## config.mk

```make
export PLATFORM = sky130hd
export DESIGN_NAME = evt_mover
export DESIGN_NICKNAME = d
export VERILOG_FILES = /design/src/rtl/evt_mover_pkg.sv /design/src/rtl/evt_mover_pend.sv /design/src/rtl/evt_mover_arb.sv /design/src/rtl/evt_mover_chan.sv /design/src/rtl/evt_mover.sv
export SDC_FILE = /design/constraint.sdc
export NUM_CORES = 1
export LEC_CHECK = 0
export BUFFER_PORTS_ARGS = -buffer_cell sky130_fd_sc_hd__buf_2
export CORE_MARGIN = 1
export CORE_UTILIZATION = 35
export DETAILED_ROUTE_END_ITERATION = 6
export SYNTH_ARGS = -nofsm -noshare
export SYNTH_HDL_FRONTEND = slang
export SYNTH_SLANG_ARGS = --single-unit
```

## constraint.sdc

```tcl
create_clock -name clk -period 5.5 [get_ports clk]
set_clock_uncertainty 0.1 [all_clocks]
set_input_delay 0.825 -clock clk [delete_from_list [all_inputs] [get_ports clk]]
set_output_delay 0.825 -clock clk [all_outputs]
set_load 0.02 [all_outputs]
```

## src/rtl/evt_mover_pkg.sv

```systemverilog
package evt_mover_pkg;

  localparam int CNT_W  = 8;
  localparam int CTRL_W = CNT_W + 3;
  localparam int DATA_W = 16;

  typedef enum logic [1:0] {
    STEP_NONE = 2'b00,
    STEP_SRC  = 2'b01,
    STEP_DST  = 2'b10,
    STEP_OFF  = 2'b11
  } step_sel_e;

  typedef struct packed {
    logic            byte_mode;
    step_sel_e       step;
    logic [CNT_W-1:0] count;
  } chan_ctrl_t;

  localparam logic [1:0] SEL_CTRL = 2'd0;
  localparam logic [1:0] SEL_SRC  = 2'd1;
  localparam logic [1:0] SEL_DST  = 2'd2;

  localparam logic [CNT_W-1:0] CNT_CONT = {CNT_W{1'b1}};

  // Budget after one transfer: continuous value is sticky.
  function automatic logic [CNT_W-1:0] count_after(input logic [CNT_W-1:0] c);
    return (c == CNT_CONT) ? c : c - 1'b1;
  endfunction

  // Pointer stride in bytes for one transfer.
  function automatic logic [1:0] stride_of(input logic byte_mode);
    return byte_mode ? 2'd1 : 2'd2;
  endfunction

endpackage

```

## src/rtl/evt_mover_pend.sv

```systemverilog
module evt_mover_pend #(
  parameter int N = 8
) (
  input  logic         clk,
  input  logic         rst_n,
  input  logic [N-1:0] trig,
  input  logic [N-1:0] clr,
  output logic [N-1:0] pend_q
);
  // A new trigger wins over the clear of the same cycle.
  always_ff @(posedge clk) begin
    if (!rst_n) pend_q <= '0;
    else        pend_q <= (pend_q & ~clr) | trig;
  end
endmodule

```

## src/rtl/evt_mover_arb.sv

```systemverilog
module evt_mover_arb #(
  parameter  int N  = 8,
  localparam int IW = (N > 1) ? $clog2(N) : 1
) (
  input  logic [N-1:0]  req,
  output logic [N-1:0]  gnt,
  output logic [IW-1:0] idx,
  output logic          any
);
  always_comb begin
    gnt = '0;
    idx = '0;
    any = 1'b0;
    for (int i = N - 1; i >= 0; i--) begin
      if (req[i]) begin
        gnt    = '0;
        gnt[i] = 1'b1;
        idx    = IW'(i);
        any    = 1'b1;
      end
    end
  end
endmodule

```

## src/rtl/evt_mover_chan.sv

```systemverilog
module evt_mover_chan
  import evt_mover_pkg::*;
#(
  parameter int ADDR_W = 16
) (
  input  logic              clk,
  input  logic              rst_n,
  input  logic              wr_ctrl,
  input  logic              wr_src,
  input  logic              wr_dst,
  input  logic [ADDR_W-1:0] wdata,
  input  logic              xfer,
  output chan_ctrl_t        ctrl_q,
  output logic [ADDR_W-1:0] src_q,
  output logic [ADDR_W-1:0] dst_q
);
  logic [ADDR_W-1:0] stride;
  assign stride = ADDR_W'(stride_of(ctrl_q.byte_mode));

  always_ff @(posedge clk) begin
    if (!rst_n) begin
      ctrl_q <= '0;
      src_q  <= '0;
      dst_q  <= '0;
    end else begin
      if (wr_ctrl)   ctrl_q       <= chan_ctrl_t'(wdata[CTRL_W-1:0]);
      else if (xfer) ctrl_q.count <= count_after(ctrl_q.count);

      if (wr_src)                            src_q <= wdata;
      else if (xfer && ctrl_q.step == STEP_SRC) src_q <= src_q + stride;

      if (wr_dst)                            dst_q <= wdata;
      else if (xfer && ctrl_q.step == STEP_DST) dst_q <= dst_q + stride;
    end
  end
endmodule

```

## src/rtl/evt_mover.sv

```systemverilog
module evt_mover
  import evt_mover_pkg::*;
#(
  parameter  int N_CH   = 8,
  parameter  int ADDR_W = 16,
  localparam int CH_W   = (N_CH > 1) ? $clog2(N_CH) : 1
) (
  input  logic              clk,
  input  logic              rst_n,
  input  logic [N_CH-1:0]   trig_i,
  input  logic              cfg_we,
  input  logic [CH_W-1:0]   cfg_ch,
  input  logic [1:0]        cfg_sel,
  input  logic [ADDR_W-1:0] cfg_wdata,
  output logic [ADDR_W-1:0] cfg_rdata,
  output logic [ADDR_W-1:0] mem_raddr,
  input  logic [DATA_W-1:0] mem_rdata,
  output logic              mem_we,
  output logic [ADDR_W-1:0] mem_waddr,
  output logic [DATA_W-1:0] mem_wdata,
  output logic              mem_wbyte,
  output logic [N_CH-1:0]   done_o,
  output logic [N_CH-1:0]   irq_o
);
  // Named internal events, also seen by the bound checker.
  logic [N_CH-1:0] pend_q;
  logic [N_CH-1:0] grant_vec;
  logic [CH_W-1:0] svc_idx;
  logic            svc_any;
  logic            svc_exhausted;
  logic            xfer_fire;
  logic [N_CH-1:0] xfer_vec;

  chan_ctrl_t        ctrl_a [N_CH];
  logic [ADDR_W-1:0] src_a  [N_CH];
  logic [ADDR_W-1:0] dst_a  [N_CH];
  chan_ctrl_t        svc_ctrl;

  evt_mover_pend #(.N(N_CH)) u_pend (
    .clk    (clk),
    .rst_n  (rst_n),
    .trig   (trig_i),
    .clr    (grant_vec),
    .pend_q (pend_q)
  );

  evt_mover_arb #(.N(N_CH)) u_arb (
    .req (pend_q),
    .gnt (grant_vec),
    .idx (svc_idx),
    .any (svc_any)
  );

  for (genvar g = 0; g < N_CH; g++) begin : g_chan
    evt_mover_chan #(.ADDR_W(ADDR_W)) u_chan (
      .clk     (clk),
      .rst_n   (rst_n),
      .wr_ctrl (cfg_we && cfg_ch == CH_W'(g) && cfg_sel == SEL_CTRL),
      .wr_src  (cfg_we && cfg_ch == CH_W'(g) && cfg_sel == SEL_SRC),
      .wr_dst  (cfg_we && cfg_ch == CH_W'(g) && cfg_sel == SEL_DST),
      .wdata   (cfg_wdata),
      .xfer    (xfer_vec[g]),
      .ctrl_q  (ctrl_a[g]),
      .src_q   (src_a[g]),
      .dst_q   (dst_a[g])
    );
  end

  // Service slot: the granted channel moves or, when spent, interrupts.
  assign svc_ctrl      = ctrl_a[svc_idx];
  assign svc_exhausted = svc_any && (svc_ctrl.count == '0);
  assign xfer_fire     = svc_any && !svc_exhausted;
  assign xfer_vec      = xfer_fire ? grant_vec : '0;

  assign mem_raddr = src_a[svc_idx];
  assign mem_waddr = dst_a[svc_idx];
  assign mem_we    = xfer_fire;
  assign mem_wbyte = svc_ctrl.byte_mode;
  assign mem_wdata = svc_ctrl.byte_mode ? {8'h00, mem_rdata[7:0]} : mem_rdata;

  always_ff @(posedge clk) begin
    if (!rst_n) begin
      done_o <= '0;
      irq_o  <= '0;
    end else begin
      done_o <= xfer_vec;
      irq_o  <= svc_exhausted ? grant_vec : '0;
    end
  end

  always_comb begin
    unique case (cfg_sel)
      SEL_CTRL: cfg_rdata = {{(ADDR_W-CTRL_W){1'b0}}, ctrl_a[cfg_ch]};
      SEL_SRC:  cfg_rdata = src_a[cfg_ch];
      SEL_DST:  cfg_rdata = dst_a[cfg_ch];
      default:  cfg_rdata = '0;
    endcase
  end
endmodule

```

# ---- Word-level counts from Yosys, hierarchy flattened
# Index checks and enable logic that the tools add are counted.
dict set report word_totals {
  in_bits 48
  ff_bits 368
  elab_cells 311
}
dict set report classes {
  mux 109
  order_cmp 2
  reduce_logical 87
  addsub 24
  eq_ne 41
  bitwise 5
}
# op n
set ops {}
lappend ops {{$mux 16} 41}
lappend ops {{$mux 8} 33}
lappend ops {{$add 16x2->16} 16}
lappend ops {{$bmux 16 s3} 4}
lappend ops {{$bmux 11 s3} 2}
lappend ops {{$eq 8x8->1 const B} 8}
lappend ops {{$sub 8x1->8 const B} 8}
lappend ops {{$logic_and 1x1->1} 50}
lappend ops {{$pmux 16 s3} 1}
lappend ops {{$reduce_bool 2->1} 24}
lappend ops {{$mux 11} 4}
lappend ops {{$mux 3} 8}
lappend ops {{$eq 2x1->1 const B} 9}
lappend ops {{$eq 2x2->1 const B} 9}
lappend ops {{$reduce_and 2->1} 9}
lappend ops {{$mux 2} 8}
lappend ops {{$ne 2x1->1 const B} 8}
lappend ops {{$eq 3x3->1 const B} 4}
lappend ops {{$and 8x8->8} 1}
lappend ops {{$ge 4x4->1 const B} 2}
lappend ops {{$logic_not 8->1} 1}
lappend ops {{$mux 1} 8}
lappend ops {{$not 3->4} 2}
lappend ops {{$not 8->8} 1}
lappend ops {{other kinds (6)} 7}

# ---- Logic depth before layout (Yosys ltp)
dict set report logic_depth {
  depth_word 20
  ltp_mapped 11
  ltp_nobuf 9
}

# ---- Cells and area by module
# Synthesis repeated with hierarchy kept, for this count alone.
dict set report unflattened {
  cells_unflattened 2836
  hier_area_um2 25852.3
}
# mod cells_each instances area_each_um2
set modules_own_cells {}
lappend modules_own_cells {{evt_mover_chan (g_chan[0].u_chan ...)} 287 4 2446.1}
lappend modules_own_cells {{evt_mover_chan (g_chan[5].u_chan ...)} 282 3 2379.8}
lappend modules_own_cells {evt_mover 509 1 6015.8}
lappend modules_own_cells {{evt_mover_chan (g_chan[4].u_chan)} 286 1 2416.1}
lappend modules_own_cells {evt_mover_pend 25 1 337.8}
lappend modules_own_cells {evt_mover_arb 22 1 158.9}

# ---- Worst setup path before layout
# OpenSTA, ideal clock, no wires.
dict set report synth_path {
  path_type {input to output}
  startpoint {input port cfg_ch[0]}
  endpoint {output port cfg_rdata[6]}
  required_ps 4575
  cell_stages 7
  slack_ps 1688
  path_buffers 3
  t_arrival_ps 2887
  path_cell_list {buf_1 > buf_1 > clkbuf_1 > mux4_2 > mux2i_1 > o22a_1 > o21ai_0}
}
dict set report synth_between {
  elab_chain_len 5
}
# element line
set synth_rtl {}
lappend synth_rtl {{from (decl)} evt_mover.sv:12} ;# input logic [CH_W-1:0] cfg_ch,
lappend synth_rtl {{$not 3->4 (implied by the code) *} {evt_mover.sv:93, evt_mover.sv:94, evt_mover.sv:95}}
lappend synth_rtl {{$bmux 16 s3, or another cell as far along} evt_mover.sv:95} ;# SEL_DST: cfg_rdata = dst_a[cfg_ch];
lappend synth_rtl {{$mux 16 (implied by the code), or another cell as far along (2 in series)} evt_mover.sv:95}
lappend synth_rtl {{$pmux 16 s3 *} evt_mover.sv:92} ;# unique case (cfg_sel)
lappend synth_rtl {{to (decl)} evt_mover.sv:15} ;# output logic [ADDR_W-1:0] cfg_rdata,
# Every way passes the cells marked *; elsewhere a longest branch is shown, timed or not. The select of a mux whose other input is x is not followed.

# ---- Worst setup path after layout
dict set report layout_path {
  startpoint {register u_pend.pend_q[0]}
  endpoint {output port mem_raddr[11]}
}
dict set report layout_between {
  elab_chain_len 5
}
# element line
set layout_rtl {}
lappend layout_rtl {{from (decl)} evt_mover_pend.sv:8} ;# output logic [N-1:0] pend_q
lappend layout_rtl {{from (signal assigned)} evt_mover_pend.sv:13} ;# else pend_q <= (pend_q & ~clr) | trig;
lappend layout_rtl {{$mux 3} evt_mover_arb.sv:15} ;# if (req[i]) begin
lappend layout_rtl {{$not 3->4 (implied by the code)} evt_mover.sv:75} ;# assign mem_raddr = src_a[svc_idx];
lappend layout_rtl {{$bmux 16 s3} evt_mover.sv:75}
lappend layout_rtl {{$mux 16 (implied by the code) (2 in series)} evt_mover.sv:75}
lappend layout_rtl {{to (decl)} evt_mover.sv:16} ;# output logic [ADDR_W-1:0] mem_raddr,
# Every way passes these cells. The select of a mux whose other input is x is not followed.

==> flow_summary.ini <==
[yosys]
synth.distinct_cells = 84
ys_seq_area_share_pct = 28.9
yosys_warnings = 0
syn_area_sq_um = 25500
synth-edff-count = 0
syn_inst = 3262
avgSynthCellArea_sq_um = 7.81
syn_nets = 3374
ys.flop_type = dfxtp_1
postSynth.asyncResetShare_pct = 0
ys_seq_elements = 368

[route]
vias_per_cell = 6.26
drtAntennaViolNets = 0
wirelength_microns = 108000
vias = 26300
dr.pass1.iters = 6
drt_first_iter_violations = 3540
wire_per_inst_microns = 25.7
drcViolationCount = 0

[power]
swShare_pct = 35.1
pwr-share-seq_pct = 36.6
intPower_mw = 5.11
p_comb_share_pct = 22.9
netSwitchingPower_mw = 2.76
p_per_area_nw_per_um2 = 278
leakage_nw = 9.62
power_frac_clock_pct = 40.5
ir_drop_mv = 0.207

[critical_path]
rrSetupSlack_ns = 1.26
cp-end-kind = primary output
crit_type = flop to primary output
start_kind = flop
crit_arrival_ns = 4.11
worst-path-max-fanout = 33
crit_required_ns = 4.58

[die]
core_area_sq_um = 71700
die-area_sq_um = 73900
rows = 98
initial_core_util_pct = 35.5
ios = 130
die_w_microns = 272
die_y_microns = 272

[clocking]
numCtsBuffers = 46
cts_resized = 0
h-tree-depth = 2
cts_setup_buffers = 0
clockRootBuffer = clkbuf_16
clockBufferDepth = 3
cts.sink_count = 368
clkLatencyLatePin_ns = 0.60
cts_tree = yes
cts.reportedPaths.clkPinSlew_ns = 0.06
hold_buffers = 0

[grt]
grt_max_degree = 134
grt_use_met2_pct = 42.4
antenna_found_initial = 6
grtUsageMet1_pct = 38.9
use_met3_pct = 6.55
globalRoute.totalOverflow = 0
grt_pass1_vias = 23600
top_usage_layer = met2
grt_pass1_wl_microns = 160000
grt_usage_pct = 28.5

[place]
placedInstanceArea_sq_um = 26800
routabilityCongestion = 0.968
place_ws_ns = 1.27
dp_hpwl_microns = 76700
port_buffers = 113

[cells_and_area]
final_nets = 3333
final_design_area_no_fill_sq_um = 28400
final_cell_mix = nand2_1 (476), dfxtp_1 (368), o21ai_0 (346), a21oi_1 (275), nand3_1 (241)
fin_util_pct = 39.5
drive_gt1_share_pct = 11.7
area_delta_synth_final_pct = 11.3
register_area_sq_um = 7370
mostFrequentLayoutCell = nand2_1
nFillCells = 7351
multi_input_area_sq_um = 16900

[run_status]
outcome = complete, no violations

[timing]
period_share_pct = 91.6
max_freq_mhz = 199
setup_violations = 0
setup_ws_ns = 0.464
slew_violations = 0
worst_slew_pin_slew_ns = 1.20
report.final.hold_viol_count = 0
slew_headroom_pct = 19.9
rsz0062_at_grt = no
setup_tns_ns = 0
fin_crit_ns = 5.04

[run]
maxCapViolCount = 0

[hold_path]
hold_class = primary input to flop
## logic make-up after synthesis
family / synth area share [%]
flops: 28.9
compound gates: 20.6
mux: 11.1
buf+inv: 5.11
fa+ha+maj: 3.61
simple gates: 23.7
xor+xnor: 6.94
## Yosys cell counts (all sizes together) (48+ instances only)
master | n | area (sq um)
nand4 | 62 | 394
inv | 65 | 244
mux2i | 79 | 791
xor2 | 95 | 832
nor3 | 62 | 310
xnor2 | 107 | 937
dfxtp | 368 | 7370
mux4 | 87 | 1960
o21ai | 353 | 1770
ha | 48 | 601
clkbuf | 216 | 811
buf | 52 | 248
a211oi | 51 | 383
nand3 | 241 | 1210
nor2 | 143 | 537
nand2 | 476 | 1790
a21oi | 276 | 1380
## final cells by class
cell class | count | share of cell area, %
Antenna cell | 1 | 0.00882
Clock buffer | 71 | 4.89
Clock inverter | 13 | 0.538
Inverter | 65 | 0.860
Multi-Input combinational cell | 2561 | 59.5
Sequential cell | 368 | 26.0
Tap cell | 950 | 4.19
Timing Repair Buffer | 179 | 4.05
## critical path, cell delays in order (launching register included)
cell and delay [ns]:
dfxtp_1 0.55, nor2_1 0.62, o31a_2 0.86, buf_12 0.28, buf_4 0.29, nand2_1 0.09
nand3_1 0.08, nand3_1 0.09, o21ai_0 0.30, buf_2 0.29
## through the flow
stage | total power [mW] | hold slack, ns | instances
global placement | 4.65 | 0.381 | 4123
detailed placement | 4.66 | 0.385 | 4123
floorplan | 3.92 | 0.354 | 3262
finish | 7.87 | 0.326 | 4208
CTS | 7.83 | 0.302 | 4207
global route | 8.06 | 0.353 | 4207
## power by group through the flow
stage / Combinational [mW] / Sequential (mW) / Clock (mW)
global placement: 1.72 / 2.93 / 0
finish: 1.80 / 2.88 / 3.19
detailed placement: 1.73 / 2.93 / 0
floorplan: 1.04 / 2.88 / 0
CTS: 1.74 / 2.87 / 3.22
global route: 1.86 / 2.89 / 3.32
## path summary, 6_finish.rpt
check | from | endpoint | cells after the start
max | u_pend.pend_q[0] | mem_raddr[11] | 9
min | trig_i[7] | u_pend.pend_q[7] | 3
max reg2reg | u_pend.pend_q[3] | g_chan[5].u_chan.src_q[5] | 9
min reg2reg | g_chan[1].u_chan.ctrl_q[8] | g_chan[1].u_chan.ctrl_q[8] | 2
## routing by layer
metal,wire (microns),vias up
met5,27,-
met1,44200,12700
li1,-,11800
met2,45900,1538
met4,5660,4
met3,12200,279
## flip-flops by register name (all words and copies together), names as in the netlist
signal	flops
done_o	8
g_chan.u_chan.dst_q	128
u_pend.pend_q	8
irq_o	8
g_chan.u_chan.ctrl_q	88
g_chan.u_chan.src_q	128
No activity file was read; power rests on OpenSTA's default activity.
